<file path="config.mk">
export PLATFORM = sky130hd
export DESIGN_NAME = pin_io_cell
export DESIGN_NICKNAME = d
export VERILOG_FILES = /design/src/rtl/pin_io_pkg.sv /design/src/rtl/pin_io_ctrl.sv /design/src/rtl/pin_io_datapath.sv /design/src/rtl/pin_io_cell.sv
export SDC_FILE = /design/constraint.sdc
export NUM_CORES = 1
export LEC_CHECK = 0
export BUFFER_PORTS_ARGS = -buffer_cell sky130_fd_sc_hd__clkbuf_2
export CAP_MARGIN = 0
export CORE_AREA = 2 2 39 41
export DETAILED_ROUTE_END_ITERATION = 16
export DIE_AREA = 0 0 41 43
export GPL_ROUTABILITY_DRIVEN = 0
export PLACE_DENSITY = 0.65
export SETUP_SLACK_MARGIN = 0.02
export SLEW_MARGIN = 30
export SYNTH_ARGS = -nofsm -noshare
export SYNTH_HDL_FRONTEND = slang
export SYNTH_HIERARCHICAL = 1
export SYNTH_SLANG_ARGS = --single-unit
</file>
<file path="constraint.sdc">
create_clock -name clk -period 1 [get_ports clk]
set_input_delay 0.05 -clock clk [delete_from_list [all_inputs] [get_ports clk]]
set_output_delay 0.05 -clock clk [all_outputs]
set_load 0.03 [all_outputs]
</file>
<file path="src/rtl/pin_io_pkg.sv">
package pin_io_pkg;
  typedef enum logic [1:0] {
    OE_PRIVATE = 2'b00,
    OE_FAST    = 2'b01,
    OE_BOTH    = 2'b10,
    OE_ALWAYS  = 2'b11
  } oeSel_e;

  typedef struct packed {
    logic outInvert;
    logic inInvert;
    logic captureEn;
    logic useReg;
  } ioStrobes_t;
endpackage

</file>
<file path="src/rtl/pin_io_ctrl.sv">
module pin_io_ctrl
  import pin_io_pkg::*;
#(
  parameter int PINS = 4
) (
  input  logic [PINS-1:0] oePterm,
  input  logic [1:0]      fastOe,
  input  logic            cfgOutInvert,
  input  logic            cfgOutDisable,
  input  logic [1:0]      cfgOeSel,
  input  logic            cfgFastSel,
  input  logic            cfgInInvert,
  input  logic            cfgInRegistered,
  input  logic            cfgCkenSel,
  input  logic [1:0]      cken,
  output logic [PINS-1:0] oeVec,
  output ioStrobes_t      strobes
);
  logic           fastPick;
  logic [PINS-1:0] fastVec;
  logic [PINS-1:0] rawOe;
  oeSel_e          sel;

  assign sel      = oeSel_e'(cfgOeSel);
  assign fastPick = fastOe[cfgFastSel];
  assign fastVec  = {PINS{fastPick}};

  always_comb begin
    unique case (sel)
      OE_PRIVATE: rawOe = oePterm;
      OE_FAST:    rawOe = fastVec;
      OE_BOTH:    rawOe = oePterm & fastVec;
      default:    rawOe = '1;
    endcase
  end

  assign oeVec = cfgOutDisable ? '0 : rawOe;

  assign strobes.outInvert = cfgOutInvert;
  assign strobes.inInvert  = cfgInInvert;
  assign strobes.captureEn = cken[cfgCkenSel];
  assign strobes.useReg    = cfgInRegistered;

  always_comb begin
    if (!cfgOutDisable && sel == OE_ALWAYS)
      assert_always_on_R5: assert (&oeVec);
    if (!cfgOutDisable && sel == OE_BOTH)
      assert_both_needs_fast_R4: assert (fastPick || oeVec == '0);
  end
endmodule

</file>
<file path="src/rtl/pin_io_datapath.sv">
module pin_io_datapath
  import pin_io_pkg::*;
#(
  parameter int PINS = 4
) (
  input  logic            clk,
  input  logic            rstN,
  input  ioStrobes_t      strobes,
  input  logic [PINS-1:0] mcValue,
  input  logic [PINS-1:0] padIn,
  output logic [PINS-1:0] padOut,
  output logic [PINS-1:0] inToMatrix
);
  logic [PINS-1:0] inAdj;
  logic [PINS-1:0] capReg;

  for (genvar i = 0; i < PINS; i++) begin : gPin
    assign padOut[i] = mcValue[i] ^ strobes.outInvert;
    assign inAdj[i]  = padIn[i] ^ strobes.inInvert;

    always_ff @(posedge clk or negedge rstN) begin
      if (!rstN)                  capReg[i] <= 1'b0;
      else if (strobes.captureEn) capReg[i] <= inAdj[i];
    end

    assign inToMatrix[i] = strobes.useReg ? capReg[i] : inAdj[i];
  end

  assert_hold_R8: assert property (@(posedge clk) disable iff (!rstN)
    !strobes.captureEn |=> $stable(capReg));
  assert_load_R8: assert property (@(posedge clk) disable iff (!rstN)
    strobes.captureEn |=> capReg == $past(padIn ^ {PINS{strobes.inInvert}}));
  always_comb begin
    if (!rstN) assert_reset_clear_R9: assert (capReg == '0);
  end
endmodule

</file>
<file path="src/rtl/pin_io_cell.sv">
module pin_io_cell
  import pin_io_pkg::*;
#(
  parameter int PINS = 4
) (
  input  logic            clk,
  input  logic            rstN,
  input  logic [PINS-1:0] mcValue,
  input  logic [PINS-1:0] oePterm,
  input  logic [1:0]      fastOe,
  input  logic            cfgOutInvert,
  input  logic            cfgOutDisable,
  input  logic [1:0]      cfgOeSel,
  input  logic            cfgFastSel,
  input  logic            cfgInInvert,
  input  logic            cfgInRegistered,
  input  logic            cfgCkenSel,
  input  logic [1:0]      cken,
  input  logic [PINS-1:0] padIn,
  output logic [PINS-1:0] padOut,
  output logic [PINS-1:0] padOe,
  output logic [PINS-1:0] inToMatrix
);
  ioStrobes_t strobes;

  pin_io_ctrl #(.PINS(PINS)) u_ctrl (
    .oePterm(oePterm), .fastOe(fastOe),
    .cfgOutInvert(cfgOutInvert), .cfgOutDisable(cfgOutDisable),
    .cfgOeSel(cfgOeSel), .cfgFastSel(cfgFastSel),
    .cfgInInvert(cfgInInvert), .cfgInRegistered(cfgInRegistered),
    .cfgCkenSel(cfgCkenSel), .cken(cken),
    .oeVec(padOe), .strobes(strobes)
  );

  pin_io_datapath #(.PINS(PINS)) u_dp (
    .clk(clk), .rstN(rstN), .strobes(strobes),
    .mcValue(mcValue), .padIn(padIn),
    .padOut(padOut), .inToMatrix(inToMatrix)
  );

  always_comb begin
    if (cfgOutDisable) assert_disable_wins_R6: assert (padOe == '0);
  end
endmodule

</file>
==> out/results.tsv <==
metric	value	unit
status	finished, violations left	
failing checks	setup timing	
fin area	636	um^2
die area	1760	um^2
Synth area leaders	mux2_2 (28%), dfrtp_1 (27%), xor2_1 (19%)	
worst r2r src	u_dp/capReg[2]	
R2R depth	1	
sw frac	0.355	
Worst VDD drop	376	uV
crit-path max FO	2	
clk root buf	clkbuf_4	
postcts setup bufs	0	
Arr. time, crit path	1000	ps
Reg2Reg Capture Point	u_dp/capReg[2]	
setup violators final	4	
register clock-pin slew on the reported worst setup and hold paths	40	ps
CTS Buf Count	3	
Clock Tree Buf Depth	2	
Die Wd	41	um
flop-to-flop setup slack	260	ps
CP startpoint kind	flip-flop	
WL met2	466	um
Gate power share	0.524	
fmax	950	MHz
final worst slack	-52.7	ps
post-synth cell types	8	
Port Buf Inserts	37	
Synth async-reset ratio	1.00	
Worst Hold Class	input pin to asynchronous set/reset pin	
Yosys reg bits	4	
Area Growth Syn to Fin	74.0	%
vias in the first global route	333	
Seq pwr share	0.245	
fin. max-slew vios	0	
Met3 Wirelength	140	um
Commonest cells post-synth	mux2_2 (9), xor2_1 (8), a211oi_1 (4), dfrtp_1 (4), nor2_1 (4)	
yosys warns	6	
first-pass GRT wire length	1140	um
Worst slew margin	0.796	
via count	386	
switching power	0.297	mW
I/O pins	38	
Ant. Diodes	0	
Int Power	0.539	mW
worst slew pin tran	298	ps
most frequently used flop master after synthesis	dfrtp_1	
Synth Area per Inst	10.7	um^2
initial antenna violation count	0	
DIE HEIGHT	43	um
clock share of power	0.231	
RSZ-0062 raised after global routing	true	
Worst Skew	0	ps
post-synthesis sequential area ratio	0.274	
most common cell in the netlist	mux2_2	
crit path kind	flip-flop to primary output	
total grt overflow	0	
htree depth	1	
LEAKAGE	0.344	nW
Core ar.	1380	um^2
Final min period	1050	ps
Area after DPL	548	um^2
M1 WL	246	um
Syn Nets	60	
DR pass1 iterations	2	
Worst setup EP type	primary output	
largest reg by FF count	u_dp/capReg	
CTS tree	yes	
worst setup path endpoint	inToMatrix[3]	
Largest regs	u_dp/capReg x4	
gr usage total	0.104	
max cap viols	0	
number of flip-flops in the largest register	4	
Worst-Skew Late Latency	230	ps
Tcrit/Tclk final	1.05	
Fin. Hold Viols	0	
worst setup path startpoint	u_dp/capReg[3]	
Power Density	1320	nW/um^2
CP required	950	ps
initial DRC count	1	
largest net degree at the start of global routing	6	
fin nets	100	
initial core utilization	0.264	
CTS sink cnt	4	
Vias/cell	4.39	
total power	0.837	mW
overall routed net length	852	um
row count	14	
DR DRC count	0	
max layer used	met3	
Post-synth EDFFs	0	
proportion of netlist area held by the largest area contributor	0.277	
cell taking the most area after synthesis	mux2_2	
WL/cell	9.68	um
layout cell share with drive strength beyond 1	0.694	
Cells after Synth	34	
antenna-violating nets left	0	
Post-Syn Area	365	um^2
-- per-layer routing --
metal  vias up  global-route usage
li1        193                   -
met1       160              0.0747
met2        33               0.184
met3         0              0.0471
met4         0              0.0800
met5         -                   0
-- worst min-delay path by stage --
stage / endpoint
3_5_place_dp: u_dp/capReg[2]
2_1_floorplan: u_dp/capReg[0]
4_1_cts: u_dp/capReg[2]
3_3_place_gp: u_dp/capReg[2]
6_report: u_dp/capReg[3]
5_1_grt: u_dp/capReg[2]
-- cell families after synthesis --
family	after synthesis	synth area share
buffers and inverters	3	0.0616
and+or+nand+nor	4	0.0411
xor gates and xnor gates	9	0.236
muxes	10	0.305
AOI/OAI and AO/OA	4	0.0822
DFF	4	0.274
-- per-stage QoR --
step	setup TNS, ps	std cells	setup WS (ps)	util	hold WS [ps]
2_1_floorplan	-209	34	-52.3	-	-246
3_3_place_gp	0	84	106	0.396	-143
3_5_place_dp	0	84	89.0	0.396	-140
4_1_cts	-293	88	-76.1	0.456	154
5_1_grt	-302	88	-77.2	0.459	183
6_report	-197	88	-52.7	0.459	163
-- final cells by class --
cell class	instances	area, um^2
Fill cell	134	748
Clock buffer	3	22.5
Multi-Input combinational cell	27	258
Tap cell	16	20.0
Timing Repair Buffer	38	235
Sequential cell	4	100
-- timing repair --
action | in CTS | in global routing
hold buffers | 1 | 0
endpoints found under the setup margin | 4 | 4
hold endpoints to repair | 4 | 0
resized for setup | 12 | 4
-- power groups by stage --
stage               clock (mW)  combinational (mW)  sequential [mW]
global route             0.218               0.470            0.206
global placement             0               0.352            0.206
finish                   0.193               0.438            0.205
CTS                      0.208               0.421            0.204
floorplan                    0               0.245            0.202
detailed placement           0               0.355            0.204
-- layout by cell type, fill, tap and decap left out --
cell,n
clkbuf_2,33
xor2_1,8
mux2_2,5
buf_8,4
nor2_1,4
a211oi_1,4
mux2_4,4
dfrtp_1,4
clkbuf_4,3
dlygate4sd3_1,1
xor2_2,1
mux2i_1,1
-- critical path, cell delays in order (launching register included) --
cell and delay, ps:
dfrtp_1 370, mux2_4 270, buf_8 140
No activity file was read; power rests on OpenSTA's default activity.
